$ cat src/rtl/ps2_hub_pkg.sv
package ps2_hub_pkg;
  typedef enum logic [1:0] {
    MODE_OFF = 2'd0,
    MODE_RX  = 2'd1,
    MODE_TX  = 2'd2
  } mode_e;

  typedef enum logic [1:0] {
    ST_IDLE = 2'd0,
    ST_RX   = 2'd1,
    ST_HOLD = 2'd2,
    ST_TX   = 2'd3
  } state_e;

  localparam logic [1:0] ADDR_CTRL = 2'd0;
  localparam logic [1:0] ADDR_DATA = 2'd1;
  localparam logic [1:0] ADDR_STAT = 2'd2;
  localparam logic [1:0] ADDR_BYP  = 2'd3;

  typedef struct packed {
    logic start;
    logic done;
    logic par_err;
    logic stop_err;
    logic tmo;
    logic ack_err;
  } evt_t;
endpackage

$ cat src/rtl/ps2_line_sync.sv
module ps2_line_sync (
  input  logic clk_i,
  input  logic rst_ni,
  input  logic clk_line_i,
  input  logic dat_line_i,
  output logic clk_s_o,
  output logic dat_s_o,
  output logic fall_o
);
  logic [1:0] clk_ff, dat_ff;
  logic       clk_prev;

  always_ff @(posedge clk_i or negedge rst_ni) begin
    if (!rst_ni) begin
      clk_ff   <= 2'b11;
      dat_ff   <= 2'b11;
      clk_prev <= 1'b1;
    end else begin
      clk_ff   <= {clk_ff[0], clk_line_i};
      dat_ff   <= {dat_ff[0], dat_line_i};
      clk_prev <= clk_ff[1];
    end
  end

  assign clk_s_o = clk_ff[1];
  assign dat_s_o = dat_ff[1];
  assign fall_o  = clk_prev & ~clk_ff[1];
endmodule

$ cat src/rtl/ps2_shift_fsm.sv
module ps2_shift_fsm
  import ps2_hub_pkg::*;
#(
  parameter int unsigned HOLD_CYC    = 5000,
  parameter int unsigned TIMEOUT_CYC = 20000
) (
  input  logic       clk_i,
  input  logic       rst_ni,
  input  mode_e      mode_i,
  input  logic       chan_ok_i,
  input  logic       fall_i,
  input  logic       dat_i,
  input  logic       tx_go_i,
  input  logic [7:0] tx_byte_i,
  output logic       busy_o,
  output logic       clk_drv_o,
  output logic       dat_drv_o,
  output logic [7:0] shreg_o,
  output evt_t       evt_o
);
  localparam int HOLD_W = $clog2(HOLD_CYC + 1);
  localparam int TMO_W  = $clog2(TIMEOUT_CYC + 1);
  localparam logic [HOLD_W-1:0] HOLD_LAST = HOLD_W'(HOLD_CYC - 1);
  localparam logic [TMO_W-1:0]  TMO_LAST  = TMO_W'(TIMEOUT_CYC - 1);

  state_e            state_q;
  logic [3:0]        bit_q;
  logic [7:0]        shreg_q;
  logic              par_q;
  logic              dat_q;
  logic [HOLD_W-1:0] hold_q;
  logic [TMO_W-1:0]  tmo_q;
  evt_t              evt_q;

  always_ff @(posedge clk_i or negedge rst_ni) begin
    if (!rst_ni) begin
      state_q <= ST_IDLE;
      bit_q   <= '0;
      shreg_q <= '0;
      par_q   <= 1'b0;
      dat_q   <= 1'b1;
      hold_q  <= '0;
      tmo_q   <= '0;
      evt_q   <= '0;
    end else begin
      evt_q <= '0;
      unique case (state_q)
        ST_IDLE: begin
          dat_q <= 1'b1;
          if (tx_go_i) begin
            shreg_q     <= tx_byte_i;
            par_q       <= ~^tx_byte_i;
            hold_q      <= '0;
            dat_q       <= 1'b0;
            state_q     <= ST_HOLD;
            evt_q.start <= 1'b1;
          end else if (mode_i == MODE_RX && chan_ok_i && fall_i && !dat_i) begin
            state_q     <= ST_RX;
            bit_q       <= 4'd1;
            tmo_q       <= '0;
            evt_q.start <= 1'b1;
          end
        end
        ST_RX: begin
          if (fall_i) begin
            tmo_q <= '0;
            bit_q <= bit_q + 4'd1;
            if (bit_q <= 4'd8) begin
              shreg_q <= {dat_i, shreg_q[7:1]};
            end else if (bit_q == 4'd9) begin
              par_q <= dat_i;
            end else begin
              evt_q.done     <= 1'b1;
              evt_q.par_err  <= ~(^{shreg_q, par_q});
              evt_q.stop_err <= ~dat_i;
              state_q        <= ST_IDLE;
            end
          end else if (tmo_q == TMO_LAST) begin
            evt_q.tmo  <= 1'b1;
            evt_q.done <= 1'b1;
            state_q    <= ST_IDLE;
          end else begin
            tmo_q <= tmo_q + 1'b1;
          end
        end
        ST_HOLD: begin
          if (hold_q == HOLD_LAST) begin
            state_q <= ST_TX;
            bit_q   <= '0;
            tmo_q   <= '0;
          end else begin
            hold_q <= hold_q + 1'b1;
          end
        end
        ST_TX: begin
          if (fall_i) begin
            tmo_q <= '0;
            bit_q <= bit_q + 4'd1;
            if (bit_q < 4'd8) begin
              dat_q   <= shreg_q[0];
              shreg_q <= {1'b0, shreg_q[7:1]};
            end else if (bit_q == 4'd8) begin
              dat_q <= par_q;
            end else if (bit_q == 4'd9) begin
              dat_q <= 1'b1;
            end else begin
              evt_q.done    <= 1'b1;
              evt_q.ack_err <= dat_i;
              dat_q         <= 1'b1;
              state_q       <= ST_IDLE;
            end
          end else if (tmo_q == TMO_LAST) begin
            evt_q.tmo  <= 1'b1;
            evt_q.done <= 1'b1;
            dat_q      <= 1'b1;
            state_q    <= ST_IDLE;
          end else begin
            tmo_q <= tmo_q + 1'b1;
          end
        end
        default: state_q <= ST_IDLE;
      endcase
    end
  end

  assign busy_o    = (state_q != ST_IDLE);
  assign clk_drv_o = (state_q != ST_HOLD);
  assign dat_drv_o = dat_q;
  assign shreg_o   = shreg_q;
  assign evt_o     = evt_q;

  AST_TMO_BOUND: assert property (@(posedge clk_i) disable iff (!rst_ni)
    (state_q == ST_RX || state_q == ST_TX) |-> tmo_q <= TMO_LAST);
  AST_NO_START_END: assert property (@(posedge clk_i) disable iff (!rst_ni)
    !(evt_o.start && evt_o.done));
  AST_ERR_ENDS: assert property (@(posedge clk_i) disable iff (!rst_ni)
    (evt_o.par_err || evt_o.stop_err || evt_o.tmo || evt_o.ack_err) |-> evt_o.done);
  AST_RX_NEEDS_CHAN: assert property (@(posedge clk_i) disable iff (!rst_ni)
    $rose(state_q == ST_RX) |-> $past(chan_ok_i));
endmodule

$ cat src/rtl/ps2_hub_csr.sv
module ps2_hub_csr
  import ps2_hub_pkg::*;
#(
  parameter int unsigned NUM_CH = 3,
  parameter int unsigned SEL_W  = 2
) (
  input  logic              clk_i,
  input  logic              rst_ni,
  input  logic              wr_en_i,
  input  logic [1:0]        addr_i,
  input  logic [7:0]        wdata_i,
  output logic [7:0]        rdata_o,
  input  logic              busy_i,
  input  evt_t              evt_i,
  input  logic              edge_ev_i,
  input  logic [7:0]        shreg_i,
  input  logic              sel_clk_i,
  input  logic              sel_dat_i,
  output mode_e             mode_o,
  output logic [SEL_W-1:0]  sel_o,
  output logic [NUM_CH-1:0] en_o,
  output logic              chan_ok_o,
  output logic              tx_go_o,
  output logic [7:0]        tx_byte_o,
  output logic              byp_clk_o,
  output logic              byp_dat_o,
  output logic              irq_start_o,
  output logic              irq_end_o,
  output logic              irq_edge_o
);
  localparam int CH_POW = 1 << SEL_W;
  localparam int EN_LSB = 2 + SEL_W;

  mode_e             mode_q;
  logic [SEL_W-1:0]  sel_q;
  logic [NUM_CH-1:0] en_q;
  logic              byp_clk_q, byp_dat_q;
  logic [7:1]        flag_q, flag_set, flag_clr;
  logic [CH_POW-1:0] en_ext;
  logic              ctrl_wr;

  assign ctrl_wr = wr_en_i && addr_i == ADDR_CTRL && !busy_i;
  assign en_ext  = CH_POW'(en_q);
  assign chan_ok_o = en_ext[sel_q];

  assign flag_set = {edge_ev_i, evt_i.done, evt_i.start, evt_i.ack_err,
                     evt_i.tmo, evt_i.stop_err, evt_i.par_err};
  assign flag_clr = (wr_en_i && addr_i == ADDR_STAT) ? wdata_i[7:1] : 7'd0;

  always_ff @(posedge clk_i or negedge rst_ni) begin
    if (!rst_ni) begin
      mode_q    <= MODE_OFF;
      sel_q     <= '0;
      en_q      <= '0;
      byp_clk_q <= 1'b1;
      byp_dat_q <= 1'b1;
      flag_q    <= '0;
    end else begin
      if (ctrl_wr) begin
        mode_q <= mode_e'(wdata_i[1:0]);
        sel_q  <= wdata_i[2 +: SEL_W];
        en_q   <= wdata_i[EN_LSB +: NUM_CH];
      end
      if (wr_en_i && addr_i == ADDR_BYP) begin
        byp_clk_q <= wdata_i[0];
        byp_dat_q <= wdata_i[1];
      end
      flag_q <= (flag_q & ~flag_clr) | flag_set;
    end
  end

  assign tx_go_o   = wr_en_i && addr_i == ADDR_DATA && mode_q == MODE_TX
                     && !busy_i && chan_ok_o;
  assign tx_byte_o = wdata_i;

  always_comb begin
    unique case (addr_i)
      ADDR_CTRL: rdata_o = 8'({en_q, sel_q, mode_q});
      ADDR_DATA: rdata_o = shreg_i;
      ADDR_STAT: rdata_o = {flag_q, busy_i};
      default:   rdata_o = {6'd0, sel_dat_i, sel_clk_i};
    endcase
  end

  assign mode_o      = mode_q;
  assign sel_o       = sel_q;
  assign en_o        = en_q;
  assign byp_clk_o   = byp_clk_q;
  assign byp_dat_o   = byp_dat_q;
  assign irq_start_o = flag_q[5];
  assign irq_end_o   = flag_q[6];
  assign irq_edge_o  = flag_q[7];

  AST_CTRL_LOCK: assert property (@(posedge clk_i) disable iff (!rst_ni)
    (busy_i && wr_en_i && addr_i == ADDR_CTRL) |=> ($stable(mode_q) && $stable(sel_q) && $stable(en_q)));
  AST_END_IRQ_HOLD: assert property (@(posedge clk_i) disable iff (!rst_ni)
    (irq_end_o && !(wr_en_i && addr_i == ADDR_STAT && wdata_i[6])) |=> irq_end_o);
endmodule

$ cat src/rtl/ps2_shift_hub.sv
module ps2_shift_hub
  import ps2_hub_pkg::*;
#(
  parameter int unsigned NUM_CH      = 3,
  parameter int unsigned HOLD_CYC    = 5000,
  parameter int unsigned TIMEOUT_CYC = 20000
) (
  input  logic              clk_i,
  input  logic              rst_ni,
  input  logic              wr_en_i,
  input  logic [1:0]        addr_i,
  input  logic [7:0]        wdata_i,
  output logic [7:0]        rdata_o,
  input  logic [NUM_CH-1:0] ps2_clk_i,
  input  logic [NUM_CH-1:0] ps2_dat_i,
  output logic [NUM_CH-1:0] ps2_clk_o,
  output logic [NUM_CH-1:0] ps2_dat_o,
  output logic              irq_start_o,
  output logic              irq_end_o,
  output logic              irq_edge_o
);
  localparam int SEL_W  = (NUM_CH > 1) ? $clog2(NUM_CH) : 1;
  localparam int CH_POW = 1 << SEL_W;

  logic [NUM_CH-1:0] clk_s, dat_s, fall;
  logic [CH_POW-1:0] clk_s_ext, dat_s_ext, fall_ext;
  mode_e             mode;
  logic [SEL_W-1:0]  sel;
  logic [NUM_CH-1:0] en;
  logic              chan_ok, tx_go, byp_clk, byp_dat;
  logic              busy, clk_drv, dat_drv, sel_fall, edge_ev;
  logic [7:0]        tx_byte, shreg;
  evt_t              evt;

  for (genvar c = 0; c < NUM_CH; c++) begin : g_line
    ps2_line_sync u_sync (
      .clk_i      (clk_i),
      .rst_ni     (rst_ni),
      .clk_line_i (ps2_clk_i[c]),
      .dat_line_i (ps2_dat_i[c]),
      .clk_s_o    (clk_s[c]),
      .dat_s_o    (dat_s[c]),
      .fall_o     (fall[c])
    );
  end

  assign clk_s_ext = CH_POW'(clk_s);
  assign dat_s_ext = CH_POW'(dat_s);
  assign fall_ext  = CH_POW'(fall);
  assign sel_fall  = fall_ext[sel] & chan_ok;
  assign edge_ev   = sel_fall && mode == MODE_OFF;

  ps2_hub_csr #(.NUM_CH(NUM_CH), .SEL_W(SEL_W)) u_csr (
    .clk_i       (clk_i),
    .rst_ni      (rst_ni),
    .wr_en_i     (wr_en_i),
    .addr_i      (addr_i),
    .wdata_i     (wdata_i),
    .rdata_o     (rdata_o),
    .busy_i      (busy),
    .evt_i       (evt),
    .edge_ev_i   (edge_ev),
    .shreg_i     (shreg),
    .sel_clk_i   (clk_s_ext[sel]),
    .sel_dat_i   (dat_s_ext[sel]),
    .mode_o      (mode),
    .sel_o       (sel),
    .en_o        (en),
    .chan_ok_o   (chan_ok),
    .tx_go_o     (tx_go),
    .tx_byte_o   (tx_byte),
    .byp_clk_o   (byp_clk),
    .byp_dat_o   (byp_dat),
    .irq_start_o (irq_start_o),
    .irq_end_o   (irq_end_o),
    .irq_edge_o  (irq_edge_o)
  );

  ps2_shift_fsm #(.HOLD_CYC(HOLD_CYC), .TIMEOUT_CYC(TIMEOUT_CYC)) u_fsm (
    .clk_i     (clk_i),
    .rst_ni    (rst_ni),
    .mode_i    (mode),
    .chan_ok_i (chan_ok),
    .fall_i    (sel_fall),
    .dat_i     (dat_s_ext[sel]),
    .tx_go_i   (tx_go),
    .tx_byte_i (tx_byte),
    .busy_o    (busy),
    .clk_drv_o (clk_drv),
    .dat_drv_o (dat_drv),
    .shreg_o   (shreg),
    .evt_o     (evt)
  );

  always_comb begin
    ps2_clk_o = '1;
    ps2_dat_o = '1;
    for (int c = 0; c < NUM_CH; c++) begin
      if (chan_ok && sel == SEL_W'(c)) begin
        ps2_clk_o[c] = (mode == MODE_OFF) ? byp_clk : clk_drv;
        ps2_dat_o[c] = (mode == MODE_OFF) ? byp_dat : dat_drv;
      end
    end
  end

  AST_DISABLED_RELEASED: assert property (@(posedge clk_i) disable iff (!rst_ni)
    ((&(ps2_clk_o | en)) && (&(ps2_dat_o | en))));
  AST_SINGLE_OWNER: assert property (@(posedge clk_i) disable iff (!rst_ni)
    $countones(~(ps2_clk_o & ps2_dat_o)) <= 1);
endmodule

$ cat config.mk
export PLATFORM = sky130hd
export DESIGN_NAME = ps2_shift_hub
export DESIGN_NICKNAME = d
export VERILOG_FILES = /design/src/rtl/ps2_hub_pkg.sv /design/src/rtl/ps2_line_sync.sv /design/src/rtl/ps2_shift_fsm.sv /design/src/rtl/ps2_hub_csr.sv /design/src/rtl/ps2_shift_hub.sv
export SDC_FILE = /design/constraint.sdc
export NUM_CORES = 1
export LEC_CHECK = 0
export ABC_AREA = 1
export BUFFER_PORTS_ARGS = -buffer_cell sky130_fd_sc_hd__buf_2
export CORE_ASPECT_RATIO = 1.2
export CORE_MARGIN = 10
export CORE_UTILIZATION = 55
export CTS_CLUSTER_SIZE = 16
export DETAILED_ROUTE_END_ITERATION = 10
export GPL_ROUTABILITY_DRIVEN = 1
export GPL_TIMING_DRIVEN = 0
export PLACE_DENSITY = 0.74
export SETUP_SLACK_MARGIN = 0.05
export SLEW_MARGIN = 20
export SYNTH_ARGS = -nofsm -noshare
export SYNTH_HDL_FRONTEND = slang
export SYNTH_SLANG_ARGS = --single-unit
$ cat constraint.sdc
create_clock -name clk_i -period 2.89 [get_ports clk_i]
set_clock_uncertainty 0.1 [all_clocks]
set_input_delay 0.1445 -clock clk_i [delete_from_list [all_inputs] [get_ports clk_i]]
set_output_delay 0.1445 -clock clk_i [all_outputs]
set_load 0.01 [all_outputs]
==> key figures, run 1 <==
STA
  – Post-route minimum period: approximately 2700 ps
  – Slew margin rel.: 0.617
  – Setup violators final: 0
  – Fin. max-slew vios: 0
  – RSZ-0062 raised after global routing: no
  – Final Cycle Share: 0.922
  – Setup ws final: 225 ps
  – Setup_tns: 0 ps
  – Tightest Pin Transition: 573 ps
  – Fmax: 375 MHz
  – Final Hold Vio Count: 0

Die
  – I/O pin cnt: 36
  – Core Area: 0.00852 mm2
  – Die Wd: 105 um
  – Die height: 122 um
  – Initial Utilization: 0.562
  – Row count: 37
  – Die Area: 0.0129 mm2

Placement
  – Placed instance count: 784
  – Port buffer count: 35
  – Post-Place Worst Slack: 240 ps
  – DP Wirelength: 8.70 mm
  – Routability Congestion: 0.945

Synth
  – Synth top area cells: dfrtp_1 33%, nand2_1 16%, dfstp_2 9.9%
  – Synthesized flop and latch total: slightly above 80
  – Syn Nets: 661
  – Post-synthesis compound-gate area fraction: 0.0964
  – Post-synthesis sequential area ratio: 0.428
  – Post-synthesis mux area share: 0.00209
  – Async S/R FF share, synth: 1.00
  – Top-area cell type share of the netlist area: 0.329
  – List of most frequent post-synthesis cells: 198 x nand2_1, 68 x inv_1, 63 x dfrtp_1
  – Area of the mapped netlist: roughly 0.0048 mm2
  – Post-Synth Simple-Gate Area: 0.336
  – Synthesized-area fraction occupied by adder cells: 0.0288
  – Synth unique cells: 38
  – XOR/XNOR share of the synthesized area: 0.0293
  – Ys Warns: 0
  – Syn_area_per_cell: 7.59 um2
  – Synth Instances: 631
  – Yosys top cell by area: dfrtp_1
  – Cell with the most instances after synthesis: nand2_1
  – Post-synth EDFFs: 0
  – Main combinational cell family by area after synthesis: simple AND/OR/NAND/NOR gates
  – Ys flop type: dfrtp_1

Worst setup path
  – Delay-heaviest family, CP: buffers and inverters
  – Worst stage delay on the critical path: 520 ps
  – Arrival time worst endpoint: about 2400 ps
  – Critical Path, Cell by Cell: clkbuf_2 -> inv_1 -> ha_1 -> clkbuf_2 -> nor2_1 -> a21oi_1 -> nand2_1 -> buf_2
  – CP endpoint kind: primary output
  – FF-to-FF path depth: 12
  – Startpoint Class: flop
  – Crit path max fanout: 10
  – Most frequent CP cell: clkbuf_2
  – CP bufs+invs: 4
  – Slowest stage cell, crit path: dfrtp_1
  – Critical Path RT: 2650 ps
  – Setup CP Type: flop to primary output
  – Crit. path cell count: 8

Run status
  – Status: complete, no violations

GRT
  – Largest net degree at the start of global routing: 43
  – Initial antenna violation count: 0
  – Total GRT Usage: 0.186
  – Vias in the first global route: between 4000 and 5000
  – Grt ovf: 0
  – Global-route wire length before repair: between 15 and 20 mm

Detailed routing
  – Vias per inst: approximately 5.4
  – Iteration-0 DRC count of the detailed router: 272
  – Residual DRC: 0
  – Post-route ant nets: 0
  – Final wirelength: 11.6 mm
  – Total vias in the final route: 4332
  – Post-DR wirelength/cell: 14.4 um
  – Pre-antenna DRT Iters: 5

Finish
  – Share of layout cells above drive strength 1: 0.161
  – Final Non-Filler Cells: slightly above 800
  – Fillcell total: 756
  – Antenna Cells: 0
  – Area growth, synth to finish: 12.7%
  – Final Core Density: 0.633
  – Register area: 0.00205 mm2
  – Multi-input logic area: approximately 0.0024 mm2
  – Post-layout nets: 715

CTS
  – Post-CTS Setup Bufs: 0
  – Clock transition at path regs: around 90 ps
  – CTS tree: built
  – CTS H-tree lvls: 3
  – Worst skew pair latency: 370 ps
  – Clock Path Buffers: 2
  – CTS Sinks: 81
  – CTS root buf: clkbuf_8
  – CTS Buf Count: 9

Power and ir drop
  – Leakage power: between 2 and 3 nW
  – PD cells: roughly 770 mW/mm2
  – Peak supply drop: 0.356 mV

Worst hold path
  – Worst hold stages: 3
  – Worst Hold Class: input pin to flop

Job
  – Max-cap check violation count: 0
## registers in the layout, indices dropped and copies added, names as in the netlist
name	count
u_fsm.evt_o	6
u_csr.byp_dat_o	1
u_fsm.par_q	1
u_fsm.shreg_o	8
u_csr.flag_q	7
g_line.u_sync.clk_ff	6
u_fsm.state_q	2
u_csr.en_o	3
u_csr.byp_clk_o	1
u_fsm.dat_drv_o	1
g_line.u_sync.clk_prev	3
u_csr.mode_o	2
g_line.u_sync.dat_ff	6
u_fsm.hold_q	13
u_fsm.bit_q	4
u_csr.sel_o	2
u_fsm.tmo_q	15
## timing repair
| action | 4_1_cts | 5_1_grt |
|---|---|---|
| hold endpoints to repair | 43 | 0 |
| hold buffers | 7 | 0 |
| setup endpoints to repair | 3 | 20 |
| resized for setup | 1 | 3 |
## worst register-to-register path, cell delays in order (launching register included)
cell and delay, ps:
dfrtp_1 520, clkbuf_2 270, inv_1 170, ha_2 300, nand4_1 120, nor2_1 200, nand2_4 110, nand2_4 110
inv_2 80, nor2_8 180, nand3_4 150, nand2_1 90, nand2_1 40
## routing by layer
metal	global-route usage	vias up	routed length [um]
met5	0	-	0
met4	0.0808	0	318
met2	0.318	115	5830
met3	0.0380	26	553
li1	-	2165	-
met1	0.224	2026	4940
## placed cells by master, fill, tap and decap left out, types with 8 or more instances in the layout
master / synthesis / layout
nand3_1: 41 / 41
buf_2: 2 / 36
clkbuf_1: 6 / 8
o21ai_1: 19 / 19
nor2_1: 45 / 45
xor2_1: 9 / 9
dfrtp_1: 63 / 63
ha_1: 11 / 10
nor3_1: 8 / 8
o21ai_0: 44 / 44
nand2_1: 198 / 198
dfstp_2: 18 / 18
inv_1: 68 / 68
nand4_1: 30 / 30
clkbuf_8: 0 / 10
## through the flow
| stage | instance area [um2] | total power, mW | hold WS, ps |
|---|---|---|---|
| 4_1_cts | 5390 | 4.17 | 3.51 |
| 6_report | 5390 | 4.16 | 12.1 |
| 3_5_place_dp | 5130 | 3.36 | 57.7 |
| 5_1_grt | 5390 | 4.46 | 50.2 |
| 3_3_place_gp | 5110 | 3.30 | 149 |
| 2_1_floorplan | 4790 | 2.83 | -251 |
## worst paths after layout
path                                                       from                              endpoint  slack, ps
min in group asynchronous                                rst_ni             u_csr.en_o[2]$_DFFE_PN0P_        190
hold / removal                                          wr_en_i           u_csr.byp_clk_o$_DFFE_PN1P_         10
max in group asynchronous                                rst_ni  g_line[1].u_sync.dat_ff[1]$_DFF_PN1_       1850
setup reg to reg                   u_fsm.state_q[0]$_DFFE_PN0P_          u_fsm.shreg_o[4]$_DFFE_PN0P_        340
hold reg to reg            g_line[2].u_sync.clk_ff[0]$_DFF_PN1_  g_line[2].u_sync.clk_ff[1]$_DFF_PN1_        260
setup / recovery                   u_fsm.state_q[0]$_DFFE_PN0P_                          ps2_clk_o[1]        220
## logic make-up after synthesis
| family | Yosys count |
|---|---|
| buffers and inverters | 89 |
| DFF | 81 |
| and+or+nand+nor | 349 |
| AOI/OAI and AO/OA | 84 |
| adders and majority gates | 11 |
| muxes | 1 |
| xor gates and xnor gates | 16 |
## power breakdown
part	total [mW]	switching (mW)	internal, mW	leakage, nW
registers	1.53	0.207	1.33	1.04
logic	1.81	1.18	0.631	1.41
clock network	0.808	0.416	0.392	0.0931
## cell type report
class,instances,share of cell area
multi-input cells,461,0.438
repair buffers,43,0.0497
well taps,117,0.0271
clock inverters,1,0.00162
clock buffers,15,0.0329
inverters,75,0.0522
plain buffers,14,0.0183
flip-flops and latches,81,0.380
(Power assumes the default switching activity.)
==> run 2, diff against run 1 <==
Settings changed: CORE_UTILIZATION 55 to 50, PLACE_DENSITY 0.74 to 0.68.
==> run 2 against run 1 <==
Hold slack improved by 33 ps; core utilization decreased by 5.0 points; first-iteration DRC count up 21%; via count down 0.48%; sequential share of layout area fell by 0.70 points; largest power group unchanged.
==> key figures, run 2 (synthesis gave the netlist of run 1 again) <==
Finish
  – Fillcell total: 855
  – Antenna Cells: 0
  – Share of layout cells above drive strength 1: 0.167
  – Commonest non-fill, non-tap cell in the layout: nand2_1
  – Biggest register: u_fsm.tmo_q
  – Post-layout nets: roughly 720
  – Area growth, synth to finish: 14.8%
  – Largest register FFs: 15
  – Most frequent cells in the layout: 198 x nand2_1, 68 x inv_1, 63 x dfrtp_1

Detailed routing
  – Post-route ant nets: 0
  – Iteration-0 DRC count of the detailed router: approximately 330
  – Final wirelength: 11.8 mm
  – Total vias in the final route: 4311
  – Pre-antenna DRT Iters: 5
  – Post-DR wirelength/cell: 14.5 um
  – Residual DRC: 0
  – Vias per inst: 5.30

GRT
  – Grt ovf: 0
  – Vias in the first global route: 4171
  – Largest net degree at the start of global routing: 44
  – Total GRT Usage: 0.177
  – Global-route wire length before repair: 19.9 mm
  – Initial antenna violation count: 0

Run status
  – Status: complete, no violations

Worst setup path
  – CP endpoint kind: primary output
  – Worst stage delay on the critical path: 500 ps
  – Setup CP Type: flop to primary output
  – Most frequent CP cell: clkbuf_2
  – Arrival time worst endpoint: 2360 ps
  – Crit path max fanout: 10
  – Critical Path RT: 2650 ps
  – Startpoint Class: flop
  – Slowest stage cell, crit path: dfrtp_1
  – Critical Path, Cell by Cell: clkbuf_2 -> inv_1 -> ha_1 -> clkbuf_2 -> nor2_1 -> a21oi_1 -> nand2_1 -> buf_2

Die
  – Initial Utilization: 0.508
  – Row count: 39
  – Core Area: 0.00942 mm2
  – Die Area: 0.0139 mm2
  – Die height: between 100 and 150 um
  – Die Wd: roughly 110 um
  – I/O pin cnt: 36

STA
  – Setup_tns: 0 ps
  – Slew margin rel.: 0.579
  – Setup violators final: 0
  – Tightest Pin Transition: 629 ps
  – RSZ-0062 raised after global routing: no
  – Worst hold margin: 45.4 ps
  – Final Hold Vio Count: 0
  – Fin. max-slew vios: 0
  – Final Cycle Share: 0.901
  – Post-route minimum period: 2600 ps
  – Fmax: around 380 MHz

Worst hold path
  – Worst Hold Class: input pin to flop

CTS
  – CTS Sinks: just over 80
  – Post-CTS Setup Bufs: 0
  – Worst skew pair latency: 340 ps
  – Clock Path Buffers: 2
  – CTS H-tree lvls: 3
  – CTS tree: built
  – Clock transition at path regs: 60 ps
  – CTS root buf: clkbuf_16
  – CTS Buf Count: 9

Placement
  – Port buffer count: 35
  – Routability Congestion: 0.906
  – DP Wirelength: about 8.9 mm

Power and ir drop
  – Leakage power: 2.60 nW
  – Peak supply drop: 0.370 mV
  – PD cells: 806 mW/mm2

Job
  – Max-cap check violation count: 0
-- run 2: cell types whose count changed in the layout (fill, tap and decap cells not counted) --
cell       change
clkbuf_1       -4
clkbuf_8       -9
inv_6          +2
clkbuf_16      +8
clkinv_2       +3
-- run 2: path summary, 6_finish.rpt --
path / from / cells past startpoint / slack (ps) / to
setup / recovery: u_fsm.state_q[0]$_DFFE_PN0P_ / 8 / 290 / ps2_clk_o[2]
hold / removal: wr_en_i / 3 / 50 / u_csr.byp_clk_o$_DFFE_PN1P_
setup reg to reg: u_fsm.state_q[0]$_DFFE_PN0P_ / 12 / 370 / u_fsm.shreg_o[3]$_DFFE_PN0P_
hold reg to reg: g_line[2].u_sync.dat_ff[0]$_DFF_PN1_ / 0 / 260 / g_line[2].u_sync.dat_ff[1]$_DFF_PN1_
max in group asynchronous: rst_ni / 3 / 1820 / u_csr.byp_dat_o$_DFFE_PN1P_
min in group asynchronous: rst_ni / 2 / 220 / u_csr.sel_o[1]$_DFFE_PN0P_
-- run 2: critical path: cells and delay by family, from the launching register on --
family	cells	cell delay, ps
adder cells (fa/ha/maj)	1	230
AND/OR/NAND/NOR	2	190
AO/OA/AOI/OAI	1	270
flip-flops	1	500
buffers and inverters	4	840
-- run 2: per-layer routing --
metal | share of wire | vias up | global-route usage
li1 | - | 2157 | -
met1 | 0.42 | 2002 | 0.214
met5 | 0 | - | 0
met3 | 0.054 | 32 | 0.0397
met2 | 0.49 | 120 | 0.289
met4 | 0.039 | 0 | 0.0890
-- run 2: cell type report --
type / count / area, um2 / share of cell area
multi-input combinational: 461 / 2360 / 0.430
sequential: 81 / 2050 / 0.373
inverter: 75 / 282 / 0.0512
timing repair buffer: 43 / 268 / 0.0487
clock buffer: 10 / 239 / 0.0435
tap: 123 / 154 / 0.0280
buffer: 14 / 98.8 / 0.0180
clock inverter: 6 / 41.3 / 0.00752
-- run 2: report_power, final --
group          leakage (nW)  internal (mW)  switching [mW]
sequential             1.04           1.33           0.202
clock                 0.143          0.608           0.470
combinational          1.41          0.631            1.19
total                  2.60           2.57            1.86
-- run 2: timing repair --
action	in CTS	in global routing
hold buffers	7	0
resized for setup	1	3
setup endpoints to repair	3	11
hold endpoints to repair	42	0
-- run 2: stage by stage --
step / total power, mW / utilization / cell area (um2) / worst slack (ps) / cells
2_1_floorplan: 2.83 / - / 4790 / 751 / 631
6_report: 4.43 / 0.583 / 5490 / 286 / 813
5_1_grt: 4.77 / 0.583 / 5490 / 86.1 / 813
4_1_cts: 4.46 / 0.583 / 5490 / 193 / 813
3_3_place_gp: 3.31 / 0.543 / 5120 / 273 / 789
3_5_place_dp: 3.35 / 0.546 / 5140 / 226 / 790
